===== src/rtl/fault_seq_pkg.sv =====
package fault_seq_pkg;

  typedef enum logic [2:0] {
    ST_OFF       = 3'd0,
    ST_WAIT_VREG = 3'd1,
    ST_PWR_DELAY = 3'd2,
    ST_RUN       = 3'd3,
    ST_FAULT     = 3'd4
  } seqState_t;

  // strobes from control to the timer datapath
  typedef struct packed {
    logic delayClr;
    logic delayRun;
    logic blankClr;
  } seqStrobe_t;

endpackage


===== src/rtl/seq_timers.sv =====
module seq_timers
  import fault_seq_pkg::*;
#(
  parameter int NUM_SW       = 6,
  parameter int PWRUP_CYCLES = 300000,
  parameter int BLANK_CYCLES = 200
) (
  input  logic              clk,
  input  logic              rstN,
  input  seqStrobe_t        strobe,
  input  logic [NUM_SW-1:0] swShort,
  input  logic              outSwitched,
  output logic              delayDone,
  output logic              shortTrip
);

  localparam int DLY_W = $clog2(PWRUP_CYCLES + 1);
  localparam int BLK_W = (BLANK_CYCLES > 1) ? $clog2(BLANK_CYCLES + 1) : 1;

  // start-up delay counter
  logic [DLY_W-1:0] delayCnt;

  always_ff @(posedge clk or negedge rstN) begin
    if (!rstN) begin
      delayCnt <= '0;
    end else if (strobe.delayClr) begin
      delayCnt <= '0;
    end else if (strobe.delayRun && !delayDone) begin
      delayCnt <= delayCnt + 1'b1;
    end
  end

  assign delayDone = strobe.delayRun && (delayCnt == DLY_W'(PWRUP_CYCLES - 1));

  // blanking window after each output switch
  logic blankActive;

  generate
    if (BLANK_CYCLES == 0) begin : gNoBlank
      assign blankActive = 1'b0;
    end else if (BLANK_CYCLES == 1) begin : gOneEdge
      assign blankActive = outSwitched;
    end else begin : gBlankCnt
      logic [BLK_W-1:0] blankCnt;
      always_ff @(posedge clk or negedge rstN) begin
        if (!rstN) begin
          blankCnt <= '0;
        end else if (strobe.blankClr) begin
          blankCnt <= '0;
        end else if (outSwitched) begin
          blankCnt <= BLK_W'(BLANK_CYCLES - 1);
        end else if (blankCnt != '0) begin
          blankCnt <= blankCnt - 1'b1;
        end
      end
      assign blankActive = outSwitched || (blankCnt != '0);
    end
  endgenerate

  // per-switch qualification
  logic [NUM_SW-1:0] swQual;

  generate
    for (genvar i = 0; i < NUM_SW; i++) begin : gSw
      assign swQual[i] = swShort[i] && !blankActive;
    end
  endgenerate

  assign shortTrip = |swQual;

endmodule


===== src/rtl/seq_ctrl.sv =====
module seq_ctrl
  import fault_seq_pkg::*;
(
  input  logic       clk,
  input  logic       rstN,
  input  logic       supplyOk,
  input  logic       gateSupplyOk,
  input  logic       sleepN,
  input  logic       overTemp,
  input  logic       delayDone,
  input  logic       shortTrip,
  output seqStrobe_t strobe,
  output logic       driveEn,
  output logic       faultN
);

  seqState_t state, stateNext;
  logic awake;

  assign awake = supplyOk && sleepN;

  always_comb begin
    stateNext = state;
    if (!awake) begin
      stateNext = ST_OFF;
    end else begin
      unique case (state)
        ST_OFF:       stateNext = ST_WAIT_VREG;
        ST_WAIT_VREG: if (gateSupplyOk) stateNext = ST_PWR_DELAY;
        ST_PWR_DELAY: begin
          if (!gateSupplyOk)  stateNext = ST_WAIT_VREG;
          else if (delayDone) stateNext = ST_RUN;
        end
        ST_RUN: begin
          if (shortTrip || overTemp || !gateSupplyOk) stateNext = ST_FAULT;
        end
        ST_FAULT:     stateNext = ST_FAULT;
        default:      stateNext = ST_OFF;
      endcase
    end
  end

  always_ff @(posedge clk or negedge rstN) begin
    if (!rstN) state <= ST_OFF;
    else       state <= stateNext;
  end

  always_comb begin
    strobe.delayClr = (state != ST_PWR_DELAY);
    strobe.delayRun = (state == ST_PWR_DELAY);
    strobe.blankClr = !awake;
  end

  assign driveEn = (state == ST_RUN);
  assign faultN  = (state != ST_FAULT);

endmodule


===== src/rtl/gate_fault_sequencer.sv =====
module gate_fault_sequencer
  import fault_seq_pkg::*;
#(
  parameter int NUM_SW       = 6,
  parameter int PWRUP_CYCLES = 300000,
  parameter int BLANK_CYCLES = 200
) (
  input  logic              clk,
  input  logic              rstN,
  input  logic              supplyOk,
  input  logic              gateSupplyOk,
  input  logic              sleepN,
  input  logic [NUM_SW-1:0] swShort,
  input  logic              overTemp,
  input  logic              outSwitched,
  output logic              driveEn,
  output logic              faultN
);

  seqStrobe_t strobe;
  logic       delayDone;
  logic       shortTrip;

  seq_ctrl uCtrl (
    .clk          (clk),
    .rstN         (rstN),
    .supplyOk     (supplyOk),
    .gateSupplyOk (gateSupplyOk),
    .sleepN       (sleepN),
    .overTemp     (overTemp),
    .delayDone    (delayDone),
    .shortTrip    (shortTrip),
    .strobe       (strobe),
    .driveEn      (driveEn),
    .faultN       (faultN)
  );

  seq_timers #(
    .NUM_SW       (NUM_SW),
    .PWRUP_CYCLES (PWRUP_CYCLES),
    .BLANK_CYCLES (BLANK_CYCLES)
  ) uTimers (
    .clk         (clk),
    .rstN        (rstN),
    .strobe      (strobe),
    .swShort     (swShort),
    .outSwitched (outSwitched),
    .delayDone   (delayDone),
    .shortTrip   (shortTrip)
  );

endmodule


===== config.mk =====
export PLATFORM = sky130hd
export DESIGN_NAME = gate_fault_sequencer
export DESIGN_NICKNAME = d
export VERILOG_FILES = /design/src/rtl/fault_seq_pkg.sv /design/src/rtl/seq_timers.sv /design/src/rtl/seq_ctrl.sv /design/src/rtl/gate_fault_sequencer.sv
export SDC_FILE = /design/constraint.sdc
export NUM_CORES = 1
export LEC_CHECK = 0
export ABC_CLOCK_PERIOD_IN_PS = 2970
export BUFFER_PORTS_ARGS = -buffer_cell sky130_fd_sc_hd__buf_4
export CORE_MARGIN = 3
export CORE_UTILIZATION = 43
export DETAILED_ROUTE_END_ITERATION = 10
export SETUP_SLACK_MARGIN = 0.4
export SLEW_MARGIN = 0
export SYNTH_ARGS = -nofsm -noshare
export SYNTH_HDL_FRONTEND = slang
export SYNTH_SLANG_ARGS = --single-unit
export TNS_END_PERCENT = 30

===== constraint.sdc =====
create_clock -name clk -period 2.97 [get_ports clk]
set_input_delay 0 -clock clk [delete_from_list [all_inputs] [get_ports clk]]
set_output_delay 0 -clock clk [all_outputs]
set_load 0.02 [all_outputs]

# Word level (Yosys, flattened, before mapping)
# Cells that the tools add are included.
[word_totals]
register_bits = 30
in_bits = 13
elab_cells = 47
[op_classes]
reduce_logical = 20
muxes = 11
eq_ne = 11
n_addsub = 2
[ops]
columns = ["cell", "count"]
rows = [
  ["$mux 19", 2],
  ["$mux 8", 3],
  ["$add 19x1->19 const B", 1],
  ["$eq 19x19->1 const B", 1],
  ["$mux 3", 5],
  ["$pmux 3 s5", 1],
  ["$logic_and 1x1->1", 9],
  ["$ne 3x3->1 const B", 3],
  ["$reduce_bool 8->1", 1],
  ["$sub 8x1->8 const B", 1],
  ["$eq 3x2->1 const B", 2],
  ["$ne 3x2->1 const B", 2],
  ["$reduce_or 6->1", 1],
  ["$ne 4x4->1 const B", 1],
  ["$eq 3x1->1 const B", 1],
  ["$eq 3x3->1 const B", 1],
  ["$logic_not 1->1", 3],
  ["$logic_not 3->1", 1],
  ["$logic_or 1x1->1", 3],
  ["$reduce_and 3->1", 1],
  ["$reduce_bool 2->1", 1],
]

# Longest topological paths before layout
# Gate-level depths: netlist (run 1).
[logic_depth]
word_depth = 10
ltp_mapped = 6
ltp_nobuf = 6

# Modules after synthesis
# Synthesis (run 1) repeated with hierarchy kept, for this count alone.
[unflattened]
hier_cells = 178
hier_area_um2 = 1686.6
[modules_own_cells]
columns = ["mod", "area_per_inst_um2", "seq_area_each_um2", "n_inst", "cells_each"]
rows = [
  ["seq_timers", 1506.4, 675.6, 1, 159],
  ["seq_ctrl", 180.2, 75.1, 1, 19],
]

# Worst setup path after synthesis (run 1)
# No wires, ideal clock.
[synth_timing]
path_kind = "register -> register"
from = "register uTimers.delayCnt[0]"
to = "register uTimers.delayCnt[4]"
path_buffers = 0
setup_slack_ns = 1.216
t_arrival_ns = 1.668
path_stages_with_launch = 6
path_cell_list = "dfrtp_1 > ha_1 > or4bb_1 > nor4_4 > nand2_2 > a211oi_2"
[synth_via]
elab_chain_cells = 5
elab_cells_between_ends = 8
[synth_lines]
columns = ["element", "line", "text"]
rows = [
  ["start, declared", "seq_timers.sv:21", "logic [DLY_W-1:0] delayCnt;"],
  ["start signal, assigned", "seq_timers.sv:29", "delayCnt <= delayCnt + 1'b1;"],
  ["parallel branches: the longest is 5 deep, another holds $add 19x1->19", "--", ""],
]
# Several ways; the timed one is not identified. The select of a mux whose other input is x is not followed.
# A chain may end at the register's enable or synchronous reset.

# Worst setup path after layout (run 1)
# Same ends and word-level chain as after synthesis.

==> qor.yml, run 1 <==
clock_tree:
  cts.sinks: 30
  cts.path.max_buffers: 2
  cts_tree: "built"
  clk_pin_slew_worst_paths_ns: 0.06
  cts_resized: 0
  insertion_delay_ns: 0.28
  numCtsBuffers: 5
  htree_levels: 2
  post_cts_buffers: 0
  clockRootBuffer: "clkbuf_8"
  hold_buffers: 3
setup_path:
  reg2reg_to: "uTimers.delayCnt[4]"
  critical_path.max_fanout: 5
  crit_path_cell_trace: "ha_1 > or4bb_1 > nor4_4 > nand2_2 > a211oi_2"
  r2r_setup_slack_ns: 1.07
  critPathMaxStageDelay_ns: 0.54
  crit_family: "simple AND/OR/NAND/NOR gates"
  r2r-start: "uTimers.delayCnt[0]"
  critical_path_class: "flip-flop to flip-flop"
  arrival_ns: 2.09
  r2r_cells: 5
  startpoint_type: "flip-flop"
  path_buf_inv: 0
  critPathSlowestCell: "or4bb_1"
  required_ns: 3.17
  end_kind: "flip-flop"
die:
  placementRows: 22
  die_w_um: 69.2
  start_util: 0.458
  die_area_um2: 4780
  fp.dieH_um: 69.2
  core_um2: 3740
  io_pins: 15
sta:
  hold_viol_final: 0
  finalMaxSlewViolations: 0
  period_share: 0.639
  slew_headroom: 0.494
  rsz0062_at_grt: "no"
  fmax_mhz: 527
  tns_ns: 0
  clock_skew_ns: 0.00536
  finalSetupViolations: 0
  holdWs_ns: 0.0157
  period_needed_ns: 1.90
  tightestPinTransition_ns: 0.758
synth:
  ys_dominant_reg_cell: "dfrtp_1"
  synth_edf_count: 0
  yosys_warnings: 0
  synth_cells: 179
  synth_top_cell_area_share: 0.438
  yosys-top-cells-count: "30 x dfrtp_1, 18 x nor2_1, 15 x nand2_1"
  yosysMostFrequentCell: "dfrtp_1"
  synth_area_leader_cell: "dfrtp_1"
  yosysSeqAreaShare: 0.438
  synth_nets: 195
  synth_cell_types: 43
  ys_ff_latch: 30
  netlist_area_um2: 1720
  post_synth.cell_area_avg_um2: 9.58
  synth_top_cells_by_area: "dfrtp_1 44%, xnor2_1 5.6%, nor2_1 3.9%"
  async_flop_share: 1.00
hold_path:
  hold_path_class: "input pin to flip-flop"
  min_to: "uCtrl.state[0]"
  hold-path-cell-count: 3
  min_from: "supplyOk"
drt:
  ant_nets: 0
  wl_per_cell_um: 14.6
  drc: 0
  vias: 1413
  drt_iter0_drc: 87
  drt-total-wl_mm: 3.60
  first_pass_iters: 5
  vias_per_cell: 5.74
run_status:
  status: "finished, final reports clean"
power:
  power.static_leakage_nw: 0.804
  p_per_area_nw_per_um2: 445
  ir_drop_uv: 249
  total_power_uw: 881
global_route:
  grt_pass1_wl_mm: 6.59
  grt-busiest-layer: "met2"
  met2_usage: 0.270
  antenna_found_initial: 0
  grt_overflow: 0
  grt_max_degree: 31
  grt_usage: 0.168
  grtUsageMet1: 0.214
  grt_pass1_vias: 1424
  grt_use_met3: 0.0496
cells_and_area:
  layout-drive-gt1-share: 0.152
  fillers: 352
  finalNetCount: 213
  diodes: 0
  area_delta_synth_final_pct: 15.4
place:
  io_buffers: 14
  routabilityCongestion: 0.761
  hpwl_mm: 2.55
flow_run:
  drv_cap: 0
## per-layer routing
layer | part of all wire | routed length [µm]
met1 | 0.48 | 1720
met2 | 0.46 | 1660
met3 | 0.045 | 163
met4 | 0.016 | 59
met5 | 0 | 0
## metrics by stage
stage               std cells  worst slack, ns  utilization  instance area, µm²
floorplan                 179             1.22            -                1720
global placement          235             1.12        0.496                1860
detailed placement        235             1.07        0.496                1860
CTS                       246             1.06        0.529                1980
global route              246            0.948        0.529                1980
finish                    246             1.07        0.529                1980
## logic make-up (layout without fill, tap and decap cells)
family,count (synthesis),in the layout,synth area share
fa+ha+maj,4,4,0.0277
flops,30,30,0.438
xor+xnor,12,12,0.0613
mux,2,2,0.0124
compound gates,34,34,0.138
simple gates,84,84,0.295
buf+inv,13,32,0.0284
## worst max-delay path by stage
stage,from,endpoint,slack (ns),cells after the start
after floorplan,uTimers.delayCnt[0],uTimers.delayCnt[4],1.22,5
after global placement,uTimers.delayCnt[0],uTimers.delayCnt[4],1.12,5
after detailed placement,uTimers.delayCnt[0],uTimers.delayCnt[4],1.07,5
after CTS,uTimers.delayCnt[0],uTimers.delayCnt[4],1.06,5
after global routing,uTimers.delayCnt[0],uTimers.delayCnt[4],0.95,5
final,uTimers.delayCnt[0],uTimers.delayCnt[4],1.07,5
## worst min-delay path: stages
cell,delay (ns)
buf_4,0.08
a41oi_1,0.10
nand2_1,0.08
## flip-flops by register name, indices dropped and copies added (netlist names)
signal	flops
uTimers.gBlankCnt.blankCnt	8
uCtrl.state	3
uTimers.delayCnt	19
## cells in the final DEF, fill, tap and decap left out, types with 2 or more instances in the layout
cell type       n
nor3_1         12
and3_1          3
o21ai_1         3
a221oi_1        3
dlygate4sd3_1   3
a21oi_1         8
o21ai_0         5
ha_1            3
dfrtp_1        30
inv_1           7
nand2_1        15
nand4_1         2
or4bb_1         2
nor3b_1         3
and4_1          2
nand3_1         6
or3_1           7
xnor2_1        11
nor2_1         18
buf_4          14
a31oi_1         3
a211oi_1        4
clkbuf_8        6
nor4_1          4
nor4_4          2
## layout make-up
class | count | area (µm²) | area share
multi-input cells | 136 | 916 | 0.463
flip-flops and latches | 30 | 751 | 0.379
repair buffers | 17 | 135 | 0.0683
clock buffers | 7 | 86.3 | 0.0436
well taps | 48 | 60.1 | 0.0303
inverters | 7 | 26.3 | 0.0133
clock inverters | 1 | 5.00 | 0.00253
## where the power goes
group | leakage [nW] | total, mW | switching [mW] | internal (mW)
logic | 0.342 | 0.111 | 0.0574 | 0.0536
registers | 0.414 | 0.433 | 0.0148 | 0.418
clock network | 0.0482 | 0.337 | 0.151 | 0.187
(Power assumes the default switching activity.)
==> run 2: changes to the inputs <==
--- a/config.mk
+++ b/config.mk
@@ -5,7 +5,7 @@
 export SDC_FILE = /design/constraint.sdc
 export NUM_CORES = 1
 export LEC_CHECK = 0
-export ABC_CLOCK_PERIOD_IN_PS = 2970
+export ABC_CLOCK_PERIOD_IN_PS = 1550
 export BUFFER_PORTS_ARGS = -buffer_cell sky130_fd_sc_hd__buf_4
 export CORE_MARGIN = 3
 export CORE_UTILIZATION = 43
==> constraint.sdc (replaced) <==
create_clock -name clk -period 1.55 [get_ports clk]
set_input_delay 0 -clock clk [delete_from_list [all_inputs] [get_ports clk]]
set_output_delay 0 -clock clk [all_outputs]
set_load 0.02 [all_outputs]
==> run 2 against run 1 <==
Effect of this change:
- the flow now finishes with violations (setup timing)
- sequential cell count unchanged
- register-to-register slack worse by 1.4 ns
- global-route usage up 2.6 points
- first-iteration DRC count down 15%
- total power up 97%
- die area unchanged
- worst setup slack worse by 1.4 ns
- non-clock buffer count up 49
- sequential share of layout area down 9.1 points
- critical path type unchanged
- largest cell class unchanged
- highest routed layer unchanged
==> qor.yml, run 2 (synthesis results as in run 1) <==
global_route:
  grt_overflow: 0  # unchanged
  grt_pass1_vias: 1632  # was 1424
  grt-busiest-layer: "met2"  # unchanged
  grt_max_degree: 31  # unchanged
  grt_usage: 0.194  # was 0.168
  grtUsageMet1: 0.217  # was 0.214
  met2_usage: 0.351  # was 0.270
  antenna_found_initial: 0  # unchanged
  grt_pass1_wl_mm: 7.44  # was 6.59 mm
  grt_use_met3: 0.0525  # was 0.0496
drt:
  ant_nets: 0  # unchanged
  drt-total-wl_mm: 4.47  # was 3.60 mm
  drc: 0  # unchanged
  vias_per_cell: 5.63  # was 5.74
  vias: 1656  # was 1413
  wl_per_cell_um: 15.2  # was 14.6 µm
  first_pass_iters: 4  # was 5
  drt_iter0_drc: 74  # was 87
clock_tree:
  insertion_delay_ns: 0.28  # about the same
  htree_levels: 2  # unchanged
  cts_tree: "built"  # unchanged
  cts.sinks: 30  # unchanged
  clockRootBuffer: "clkbuf_8"  # unchanged
  numCtsBuffers: 5  # unchanged
  clk_pin_slew_worst_paths_ns: 0.06  # about the same
  cts.path.max_buffers: 2  # unchanged
die:
  placementRows: 22  # unchanged
  die_w_um: 69.2  # unchanged
  start_util: 0.458  # unchanged
  die_area_um2: 4780  # unchanged
  io_pins: 15  # unchanged
  fp.dieH_um: 69.2  # unchanged
  core_um2: 3740  # unchanged
power:
  ir_drop_uv: 480  # was 249 µV
  power.static_leakage_nw: 1.15  # was 0.804 nW
  p_per_area_nw_per_um2: 665  # was 445 nW/µm²
setup_path:
  required_ns: 1.71  # was 3.17 ns
  arrival_ns: 2.03  # was 2.09 ns
  r2r_setup_slack_ns: -0.32  # was 1.07 ns
  crit_family: "simple AND/OR/NAND/NOR gates"  # unchanged
  path_buf_inv: 1  # was 0
  crit_path_cell_trace: "ha_2 > or4bb_4 > nor4_4 > buf_4 > a211oi_2 > o21bai_1"  # was ha_1 > or4bb_1 > nor4_4 > nand2_2 > a211oi_2
  critical_path_class: "flip-flop to flip-flop"  # unchanged
  critical_path.max_fanout: 4  # was 5
  critPathMaxStageDelay_ns: 0.54  # about the same
  end_kind: "flip-flop"  # unchanged
  startpoint_type: "flip-flop"  # unchanged
  critPathSlowestCell: "or4bb_4"  # was or4bb_1
sta:
  period_share: 1.21  # was 0.639
  slew_headroom: 0.659  # was 0.494
  finalMaxSlewViolations: 0  # unchanged
  hold_viol_final: 0  # unchanged
  fmax_mhz: 535  # was 527 MHz
  rsz0062_at_grt: "yes"  # was no
  tightestPinTransition_ns: 0.511  # was 0.758 ns
  finalSetupViolations: 12  # was 0
  clock_skew_ns: 0.00430  # was 0.00536 ns
  period_needed_ns: 1.87  # was 1.90 ns
  finalWorstSetupSlack_ns: -0.318  # was 1.07 ns
run_status:
  violations: "setup timing"
  status: "finished, violations left"  # was finished, final reports clean
hold_path:
  hold_path_class: "input pin to flip-flop"  # unchanged
place:
  dp_slack_ns: -0.253  # was 1.07 ns
  routabilityCongestion: 0.819  # was 0.761
  hpwl_mm: 2.96  # was 2.55 mm
  io_buffers: 14  # unchanged
  place_area_um2: 2190  # was 1860 µm²
cells_and_area:
  largest_reg_flops: 19  # unchanged
  design_area_um2: 2610  # was 1980 µm²
  diodes: 0  # unchanged
  fillers: 285  # was 352
  area_delta_synth_final_pct: 52.2  # was 15.4%
  final_cell_mix: "51 x buf_4, 29 x dfrtp_1, 17 x nor2_1"  # was 30 x dfrtp_1, 18 x nor2_1, 15 x nand2_1
  layout_commonest_cell: "buf_4"  # was dfrtp_1
  largest_registers: "uTimers.delayCnt: 19 flops, uTimers.gBlankCnt.blankCnt: 8 flops, uCtrl.state: 3 flops"  # unchanged
  layout-drive-gt1-share: 0.463  # was 0.152
  finalNetCount: 262  # was 213
  top_register: "uTimers.delayCnt"  # unchanged
flow_run:
  drv_cap: 0  # unchanged
## run 2: worst paths after layout
kind | from | cells past startpoint | to
worst max register to register | uTimers.delayCnt[1] | 6 | uTimers.delayCnt[0]
worst min-delay path | overTemp | 4 | uCtrl.state[1]
worst min register to register | uTimers.delayCnt[18] | 2 | uTimers.delayCnt[18]
max in group asynchronous | rstN | 2 | uTimers.gBlankCnt.blankCnt[6]
worst max-delay path | uTimers.delayCnt[1] | 6 | uTimers.delayCnt[0]
min in group asynchronous | rstN | 2 | uTimers.delayCnt[4]
## run 2: per-stage QoR
step / util / cells / power (mW) / hold WS (ns) / TNS, ns
floorplan: - / 179 / 0.981 / -0.296 / -0.977
global placement: 0.585 / 278 / 1.09 / -0.0497 / -1.05
detailed placement: 0.585 / 278 / 1.10 / -0.0415 / -1.68
CTS: 0.659 / 292 / 1.73 / 0.0809 / -1.66
global route: 0.697 / 294 / 1.82 / 0.129 / -3.80
finish: 0.697 / 294 / 1.73 / 0.104 / -2.28
## run 2: cell type report
class	instances	area [µm²]	share of cell area
Clock buffer	7	76.3	0.0292
Inverter	7	26.3	0.0101
Multi-Input combinational cell	136	1150	0.440
Sequential cell	30	752	0.288
Tap cell	48	60.1	0.0230
Timing Repair Buffer	66	547	0.209
## run 2: timing repair
item | 4_1_cts | 5_1_grt
setup endpoints to repair | 31 | 32
setup buffers | 3 | 2
gates resized for setup | 29 | 27
hold buffers | 4 | 0
cloned | 0 | 0
pin swaps | 19 | 17
endpoints found under the hold margin | 34 | 0
## run 2: report_power, final
part           internal (mW)  switching [mW]
logic                  0.169           0.157
clock network          0.308           0.279
registers              0.801          0.0194
total                   1.28           0.456
## run 2: per-layer routing
layer | wire, µm | vias to the layer above
li1 | - | 794
met1 | 1840 | 806
met2 | 2370 | 45
met3 | 198 | 11
met4 | 62 | 0
met5 | 0 | -
## run 2: worst register-to-register path, cell delays in order (launching register included)
cell      delay, ns
dfrtp_1        0.37
ha_2           0.20
or4bb_4        0.54
nor4_4         0.25
buf_4          0.18
a211oi_2       0.05
o21bai_1       0.16
